===== src/rtl/branch_unit_pkg.sv =====
package branch_unit_pkg;

  // Fixed instruction encoding of the transfer-control class
  localparam int INSN_W      = 32;
  localparam int OPC_LO      = 27;
  localparam int OPC_W       = 3;
  localparam int CMP_PH_LO   = 24;
  localparam int REL_BIT     = 23;
  localparam int CARRY_EN    = 21;
  localparam int FLY_BIT     = 20;
  localparam int POL_BIT     = 19;
  localparam int DATA_EN     = 18;
  localparam int PHASE_EN    = 17;
  localparam int MASK_LO     = 8;
  localparam int DATA_LO     = 0;

  typedef enum logic [OPC_W-1:0] {
    OP_JUMP   = 3'd0,
    OP_CALL   = 3'd1,
    OP_RETURN = 3'd2,
    OP_INTR   = 3'd3
  } brOp_e;

  // Strobes from control to datapath
  typedef struct packed {
    logic relTarget;     // target is pc-relative
    logic pcFromTarget;  // load computed target
    logic pcFromTemp;    // load saved return address
    logic saveTemp;      // save old pc
    logic loadStatus;    // copy operand to status word
    logic raiseHalt;     // halting script interrupt
    logic raiseFly;      // interrupt on the fly
    logic raiseIllegal;  // illegal instruction
    logic timeoutStop;   // selection timeout halt
  } brStrobe_t;

endpackage


===== src/rtl/branch_ctrl.sv =====
module branch_ctrl
  import branch_unit_pkg::*;
#(
  parameter int PHASE_W = 3,
  parameter int BYTE_W  = 8
) (
  input  logic              clk,
  input  logic              rstN,
  input  logic              start,
  input  logic [INSN_W-1:0] insnWord,
  input  logic [PHASE_W-1:0] busPhase,
  input  logic [BYTE_W-1:0] sfbrByte,
  input  logic              carryFlag,
  input  logic              selTimeoutPending,
  output brStrobe_t         strobes
);

  logic [BYTE_W-1:0]  dataMask;
  logic [BYTE_W-1:0]  dataField;
  logic [PHASE_W-1:0] phaseField;
  logic [OPC_W-1:0]   opCode;
  logic               polarity;
  logic               condVal;
  logic               taken;
  logic               unusedBits;

  assign dataMask   = ~insnWord[MASK_LO +: BYTE_W];
  assign dataField  = insnWord[DATA_LO +: BYTE_W];
  assign phaseField = insnWord[CMP_PH_LO +: PHASE_W];
  assign opCode     = insnWord[OPC_LO +: OPC_W];
  assign polarity   = insnWord[POL_BIT];
  assign unusedBits = ^{insnWord[31:30], insnWord[22], insnWord[16]};

  // Chained compare: stop at the first disagreement with polarity
  always_comb begin
    condVal = polarity;
    if ((condVal == polarity) && insnWord[CARRY_EN])
      condVal = carryFlag;
    if ((condVal == polarity) && insnWord[PHASE_EN])
      condVal = (busPhase == phaseField);
    if ((condVal == polarity) && insnWord[DATA_EN])
      condVal = ((sfbrByte & dataMask) == (dataField & dataMask));
    taken = (condVal == polarity);
  end

  always_comb begin
    strobes = '0;
    strobes.relTarget = insnWord[REL_BIT];
    if (selTimeoutPending) begin
      strobes.timeoutStop = 1'b1;
    end else if (taken) begin
      case (opCode)
        OP_JUMP:   strobes.pcFromTarget = 1'b1;
        OP_CALL: begin
          strobes.pcFromTarget = 1'b1;
          strobes.saveTemp     = 1'b1;
        end
        OP_RETURN: strobes.pcFromTemp = 1'b1;
        OP_INTR: begin
          if (insnWord[FLY_BIT]) begin
            strobes.raiseFly = 1'b1;
          end else begin
            strobes.loadStatus = 1'b1;
            strobes.raiseHalt  = 1'b1;
          end
        end
        default:   strobes.raiseIllegal = 1'b1;
      endcase
    end
  end


  uncond_jump_taken_chk: assert property (@(posedge clk) disable iff (!rstN)
    (start && !selTimeoutPending && !insnWord[CARRY_EN] && !insnWord[PHASE_EN]
     && !insnWord[DATA_EN] && (insnWord[29:27] == 3'd0)) |-> strobes.pcFromTarget);


  timeout_no_eval_chk: assert property (@(posedge clk) disable iff (!rstN)
    (start && selTimeoutPending) |-> (!strobes.saveTemp && !strobes.raiseIllegal
     && !strobes.raiseHalt && !strobes.raiseFly));

endmodule


===== src/rtl/branch_dpath.sv =====
module branch_dpath
  import branch_unit_pkg::*;
#(
  parameter int ADDR_W   = 32,
  parameter int OFFSET_W = 24
) (
  input  logic              clk,
  input  logic              rstN,
  input  logic              start,
  input  brStrobe_t         strobes,
  input  logic [ADDR_W-1:0] operandWord,
  input  logic [ADDR_W-1:0] pcIn,
  input  logic [ADDR_W-1:0] tempIn,
  output logic              done,
  output logic [ADDR_W-1:0] pcOut,
  output logic              tempWrite,
  output logic [ADDR_W-1:0] tempOut,
  output logic              statusWrite,
  output logic [ADDR_W-1:0] statusOut,
  output logic              scriptIrq,
  output logic              flyIrq,
  output logic              illegalFault,
  output logic              timeoutHalt
);

  localparam int EXT_W = ADDR_W - OFFSET_W;

  logic [ADDR_W-1:0] offsetExt;
  logic [ADDR_W-1:0] target;
  logic [ADDR_W-1:0] pcNext;

  assign offsetExt = {{EXT_W{operandWord[OFFSET_W-1]}}, operandWord[OFFSET_W-1:0]};
  assign target    = strobes.relTarget ? (pcIn + offsetExt) : operandWord;

  always_comb begin
    pcNext = pcIn;
    if (strobes.pcFromTarget)    pcNext = target;
    else if (strobes.pcFromTemp) pcNext = tempIn;
  end

  always_ff @(posedge clk or negedge rstN) begin
    if (!rstN) begin
      done         <= 1'b0;
      pcOut        <= '0;
      tempWrite    <= 1'b0;
      tempOut      <= '0;
      statusWrite  <= 1'b0;
      statusOut    <= '0;
      scriptIrq    <= 1'b0;
      flyIrq       <= 1'b0;
      illegalFault <= 1'b0;
      timeoutHalt  <= 1'b0;
    end else begin
      done         <= start;
      tempWrite    <= start && strobes.saveTemp;
      statusWrite  <= start && strobes.loadStatus;
      scriptIrq    <= start && strobes.raiseHalt;
      flyIrq       <= start && strobes.raiseFly;
      illegalFault <= start && strobes.raiseIllegal;
      timeoutHalt  <= start && strobes.timeoutStop;
      if (start) begin
        pcOut <= pcNext;
        if (strobes.saveTemp)   tempOut   <= pcIn;
        if (strobes.loadStatus) statusOut <= operandWord;
      end
    end
  end


  done_follows_start_chk: assert property (@(posedge clk) disable iff (!rstN)
    start |=> done);


  done_single_pulse_chk: assert property (@(posedge clk) disable iff (!rstN)
    !start |=> !done);


  no_strobe_idle_chk: assert property (@(posedge clk) disable iff (!rstN)
    !done |-> !(tempWrite || statusWrite || scriptIrq || flyIrq || illegalFault || timeoutHalt));


  call_saves_pc_chk: assert property (@(posedge clk) disable iff (!rstN)
    tempWrite |-> (tempOut == $past(pcIn)));


  event_exclusive_chk: assert property (@(posedge clk) disable iff (!rstN)
    $onehot0({scriptIrq, flyIrq, illegalFault, timeoutHalt}));


  timeout_holds_pc_chk: assert property (@(posedge clk) disable iff (!rstN)
    timeoutHalt |-> (pcOut == $past(pcIn)) && !tempWrite && !statusWrite);


  status_with_halt_chk: assert property (@(posedge clk) disable iff (!rstN)
    statusWrite |-> scriptIrq && (statusOut == $past(operandWord)));

endmodule


===== src/rtl/branch_unit.sv =====
module branch_unit
  import branch_unit_pkg::*;
#(
  parameter int ADDR_W   = 32,
  parameter int PHASE_W  = 3,
  parameter int BYTE_W   = 8,
  parameter int OFFSET_W = 24
) (
  input  logic               clk,
  input  logic               rstN,
  input  logic               start,
  input  logic [INSN_W-1:0]  insnWord,
  input  logic [ADDR_W-1:0]  operandWord,
  input  logic [PHASE_W-1:0] busPhase,
  input  logic [BYTE_W-1:0]  sfbrByte,
  input  logic               carryFlag,
  input  logic [ADDR_W-1:0]  pcIn,
  input  logic [ADDR_W-1:0]  tempIn,
  input  logic               selTimeoutPending,
  output logic               done,
  output logic [ADDR_W-1:0]  pcOut,
  output logic               tempWrite,
  output logic [ADDR_W-1:0]  tempOut,
  output logic               statusWrite,
  output logic [ADDR_W-1:0]  statusOut,
  output logic               scriptIrq,
  output logic               flyIrq,
  output logic               illegalFault,
  output logic               timeoutHalt
);

  brStrobe_t strobes;

  branch_ctrl #(.PHASE_W(PHASE_W), .BYTE_W(BYTE_W)) uCtrl (
    .clk(clk), .rstN(rstN), .start(start), .insnWord(insnWord),
    .busPhase(busPhase), .sfbrByte(sfbrByte), .carryFlag(carryFlag),
    .selTimeoutPending(selTimeoutPending), .strobes(strobes)
  );

  branch_dpath #(.ADDR_W(ADDR_W), .OFFSET_W(OFFSET_W)) uDpath (
    .clk(clk), .rstN(rstN), .start(start), .strobes(strobes),
    .operandWord(operandWord), .pcIn(pcIn), .tempIn(tempIn),
    .done(done), .pcOut(pcOut), .tempWrite(tempWrite), .tempOut(tempOut),
    .statusWrite(statusWrite), .statusOut(statusOut), .scriptIrq(scriptIrq),
    .flyIrq(flyIrq), .illegalFault(illegalFault), .timeoutHalt(timeoutHalt)
  );

endmodule


===== config.mk =====
export PLATFORM = sky130hd
export DESIGN_NAME = branch_unit
export DESIGN_NICKNAME = d
export VERILOG_FILES = /design/src/rtl/branch_unit_pkg.sv /design/src/rtl/branch_ctrl.sv /design/src/rtl/branch_dpath.sv /design/src/rtl/branch_unit.sv
export SDC_FILE = /design/constraint.sdc
export NUM_CORES = 1
export LEC_CHECK = 0
export ABC_AREA = 0
export BUFFER_PORTS_ARGS = -buffer_cell sky130_fd_sc_hd__buf_2
export CORE_UTILIZATION = 45
export DETAILED_ROUTE_END_ITERATION = 7
export PLACE_DENSITY = 0.84
export SETUP_SLACK_MARGIN = 0.1
export SKIP_LAST_GASP = 1
export SLEW_MARGIN = 20
export SYNTH_ARGS = -nofsm -noshare
export SYNTH_HDL_FRONTEND = slang
export SYNTH_HIERARCHICAL = 1
export SYNTH_SLANG_ARGS = --single-unit

===== constraint.sdc =====
create_clock -name clk -period 0.8 [get_ports clk]
set_input_delay 0.16 -clock clk [delete_from_list [all_inputs] [get_ports clk]]
set_output_delay 0.16 -clock clk [all_outputs]
set_load 0.03 [all_outputs]

== After elaboration in Yosys (flattened, before gate mapping) ==
Index checks and enable logic that the tools add are counted.
Storage, ports and cells
  bits in registers: 103
  bits in latches: 0
  bits in writable memories: 0
  ROM bits: 0
  bits of input ports: 144
  output and inout port bits: 103
  word-level logic and storage cells: 51
  memories kept: 0
Operators by class
  $add $sub $neg: 1
  multiply operators: 0
  div/mod/pow operators: 0
  magnitude comparators: 0
  equality and inequality tests: 8
  shift-type cells: 0
  multiplexer cells: 16
  bitwise gates (word level): 3
  reductions and logical operators: 13
Operators with widths (number)
  $mux W32: 3
  $add A32 B32 Y32: 1
  $and A8 B8 Y8: 2
  $mux W7: 2
  $mux W1: 9
  $eq A8 B8 Y1: 1
  $logic_and A1 B1 Y1: 8
  $not A8 Y8: 1
  $eq A3 B2 Y1 const B: 2
  $reduce_and A2 Y1: 2
  $reduce_or A4 Y1: 1
  $eq A1 B1 Y1: 3
  $eq A3 B1 Y1 const B: 1
  $eq A3 B3 Y1: 1
  $logic_not A3 Y1: 1
  $mux W3: 1
  $mux W2: 1
  $reduce_or A2 Y1: 1

== Logic depth before layout (Yosys ltp) ==
  depth after elaboration: 12
  depth in mapped cells: 13

== By module ==
Netlist, hierarchy kept.
Modules (own cells, without submodules)
  branch_dpath: instances 1, cells each 622, area an instance 6471.2 µm²
  branch_ctrl: instances 1, cells each 41, area an instance 302.8 µm²

== Worst setup path before layout ==
No wires, ideal clock.
  path kind: input to register
  start: in sfbrByte[0]
  end: reg uDpath.pcOut[2]
  library setup time: 0.125 ns
  data arrival time: 2.550 ns
  data required time: 0.675 ns
  path slack: -1.875 ns
  cell stages on the path: 11
  path buffers: 3
  path through: xnor2_1 o22ai_1 or4_4 o2bb2ai_2 nor3_1 clkbuf_1 buf_2 buf_2 mux2i_1 o21ai_0 mux2_2
RTL lines
  start: declaration: line branch_unit.sv:15  | input logic [BYTE_W-1:0] sfbrByte,
  end signal: assignment: line branch_dpath.sv:62  | pcOut <= pcNext;
  end: declaration: line branch_dpath.sv:15  | output logic [ADDR_W-1:0] pcOut,

==> key figures <==
Synth
  • Yosys warns: 6
  • Post-Syn Nets: approximately 840
  • Post-synth ARST share: 100.0%
  • Post-synth top flop: dfrtp_1
  • Syn Area/Cell: approximately 10 um2
  • Library cells used by synthesis: 63
  • Post-synth EDFFs: 0
  • Sequential-to-total area share from yosys stat: about two fifths
  • Synth Register Bits: 103
  • Mapped Cells: 663
  • Mapped Area: around 0.0068 mm2

Worst setup path
  • Worst EP required: about 1000 ps
  • CP Launch Type: primary input
  • Critical path data arrival time: roughly 2600 ps
  • Reg-to-reg critical path endpoint: uDpath/pcOut[21]
  • R2R Path Start: uDpath/pcOut[21]
  • Critical Path Sink Type: flop
  • Max FO, Critical Path: 7
  • Cells on worst reg2reg path: 4
  • R2R Setup Slk: -290 ps
  • Setup Crit Path Kind: in2reg

Clock tree
  • CTS tree: built
  • Root Buffer Master: clkbuf_16
  • CTS Sinks: about 100
  • Worst skew pair latency: around 360 ps
  • H-tree depth: 3
  • Total CTS buffers: 9
  • Clock Path Buffers: 2
  • Clock slew at reported path FFs: approximately 70 ps

Worst hold path
  • Beginning of the worst hold path: operandWord[27]
  • Hold Path Cell Cnt: 2
  • Worst Hold Class: in2reg
  • Hold Path End: uDpath/statusOut[27]

Layout
  • Nets: approximately 1300
  • Most common cell after layout, fill and taps aside: buf_4
  • Core Util, Final: between 70% and 80%
  • Layout area overhead: 66.25%
  • Most frequent cells in the layout: buf_4, buf_2, buf_6
  • Share of layout cells above drive strength 1: a little under three fifths

Timing
  • Unrepaired setup endpoints after global routing: true
  • Min cycle time layout: between 2000 and 2500 ps
  • Final Setup Violations: ~200
  • Tcrit/Tclk final: 301.5%
  • Achievable Freq: a little over 400 MHz
  • Worst slew pin tran: about 380 ps
  • Max-slew headroom: around 74%
  • Post-route setup slack: -1612 ps
  • Fin Clk Skew: 0 ps
  • Final hold vios: 0
  • Max-slew violation count: 0

Die
  • Initial Util: between 40 and 50%
  • Die area: roughly 0.016 mm2
  • Core Box Area: 0.01459 mm2
  • Boundary pin count: ~250
  • Die height: 124.7 um
  • Die X: ~120 um
  • Rows: 44

Outcome
  • Failing checks: negative setup slack
  • Status: finished, violations left

Detailed routing
  • Avg WL per Cell: between 20 and 25 um
  • Detailed Route WL: between 20000 and 30000 um
  • Vias per cell: between 5 and 6
  • First DRT Iteration DRCs: between 500 and 600
  • # DRC: 0
  • Drt pass-1 iters: 5
  • Final ANT Viol Nets: 0
  • Vias: about 7400

Power and ir drop
  • Switch Pwr: 6.973 mW
  • Comb power frac: 43.9%
  • Worst VDD drop: 1683 uV
  • Leakage power total: around 5.6 nW
  • Int Pwr: approximately 12 mW
  • Pwr Density: ~1700 mW/mm2
  • Clk pwr share: between 20 and 25%
  • Sequential share of power: roughly 34%
  • Switching part of the total power: 36.18%

Global route
  • Largest net degree at the start of global routing: 45
  • Total congestion overflow: 0
  • Vias in the first global route: ~7700
  • Antenna violations before repair: 3
  • First-pass GRT wire length: about 40000 um
  • Tot GR Track Use: about a third

Placement
  • Final RePlAce weighted congestion: about 0.9
  • HPWL Detailed: 16700 um
  • Setup slack at placement: -1924 ps
  • # port buffers: ~240

Run
  • Max-Cap Viols: 0
==> worst max-delay path, stage by stage <==
cell and delay [ps]:
buf_6 100, xnor2_2 160, o22ai_1 100, or4_4 580, o2bb2ai_4 160, nor3_2 200, buf_6 160, buf_6 110
buf_12 120, buf_8 110, mux2i_4 230, o21ai_1 90, mux2i_1 270, a211oi_2 80
==> per-stage QoR <==
| step | std cells | hold slack, ps | cell area, um2 | TNS, ps | power (mW) |
|---|---|---|---|---|---|
| floorplan | 663 | -135.6 | 6934 | -137320 | 10.36 |
| global route | 1267 | 50.06 | 11260 | -177570 | 20.03 |
| CTS | 1238 | 42.87 | 10910 | -155500 | 18.69 |
| detailed placement | 1182 | 0.8917 | 9198 | -170180 | 12.90 |
| finish | 1267 | 48.18 | 11260 | -170370 | 19.27 |
| global placement | 1182 | 2.677 | 9198 | -165720 | 12.72 |
==> metal layers <==
layer / global-route usage (%) / vias up / part of all wire (%)
met3: 7.603 / 120 / 7.3
met1: 36.29 / 3629 / 35
met4: 17.15 / 4 / 4.9
met2: 59.83 / 416 / 52
met5: 0 / - / 0.080
li1: - / 3277 / -
==> power by group through the flow <==
stage	combinational [mW]	clock [mW]	sequential, mW
after floorplan	2.44	0	7.91
after global placement	6.36	0	6.35
after detailed placement	6.50	0	6.40
after CTS	7.88	4.33	6.48
after global routing	8.87	4.55	6.61
final	8.46	4.27	6.54
==> how the worst max path moves through the flow <==
stage,slack (ps),cells after the start,to,start
floorplan,-1680,13,uDpath/pcOut[30],sfbrByte[0]
global placement,-1840,14,uDpath/pcOut[30],sfbrByte[3]
detailed placement,-1920,14,uDpath/pcOut[30],sfbrByte[3]
CTS,-1490,14,uDpath/pcOut[30],sfbrByte[2]
global route,-1760,14,uDpath/pcOut[30],sfbrByte[2]
finish,-1610,14,uDpath/pcOut[21],sfbrByte[2]
==> flip-flops by register name, indices dropped and copies added (netlist names) <==
name / count
uDpath/pcOut: 32
uDpath/statusOut: 32
uDpath/tempOut: 32
uDpath/done: 1
uDpath/flyIrq: 1
uDpath/illegalFault: 1
uDpath/scriptIrq: 1
uDpath/statusWrite: 1
uDpath/tempWrite: 1
uDpath/timeoutHalt: 1
==> layout make-up <==
class | count | area (um2)
Sequential cell | 103 | 2577
Inverter | 12 | 45.04
Timing Repair Buffer | 442 | 3742
Multi-Input combinational cell | 510 | 4390
Fill cell | 876 | 3327
Clock inverter | 4 | 31.28
Tap cell | 184 | 230.2
Clock buffer | 11 | 242.7
Antenna cell | 1 | 2.502
==> Yosys cell counts, types with 18 or more instances <==
cell type / count / area, um2
dfrtp_1: 103 / 2577
mux2_2: 88 / 991.0
a21oi_1: 50 / 250.2
o21ai_0: 35 / 175.2
ha_1: 31 / 387.9
mux2i_1: 31 / 310.3
nand2_1: 26 / 97.59
xnor2_1: 25 / 219.0
nor2_1: 22 / 82.58
clkbuf_1: 21 / 78.83
a21o_1: 18 / 135.1
nand3_1: 18 / 90.09
==> timing repair <==
action | 4_1_cts | 5_1_grt
hold endpoints to repair | 103 | 0
gates resized for setup | 283 | 40
gates cloned | 7 | 0
setup buffers | 34 | 31
hold buffers | 1 | 0
setup endpoints to repair | 204 | 204
pin swaps | 24 | 20
==> logic make-up after synthesis <==
family          after synthesis  synth area share (%)
fa+ha+maj                    32                 6.021
simple gates                135                 10.66
compound gates              186                 18.12
flops                       103                 38.05
xor+xnor                     38                 4.913
mux                         119                 19.21
buf+inv                      50                 3.029
Note: power is estimated with default switching activity, not from simulation.
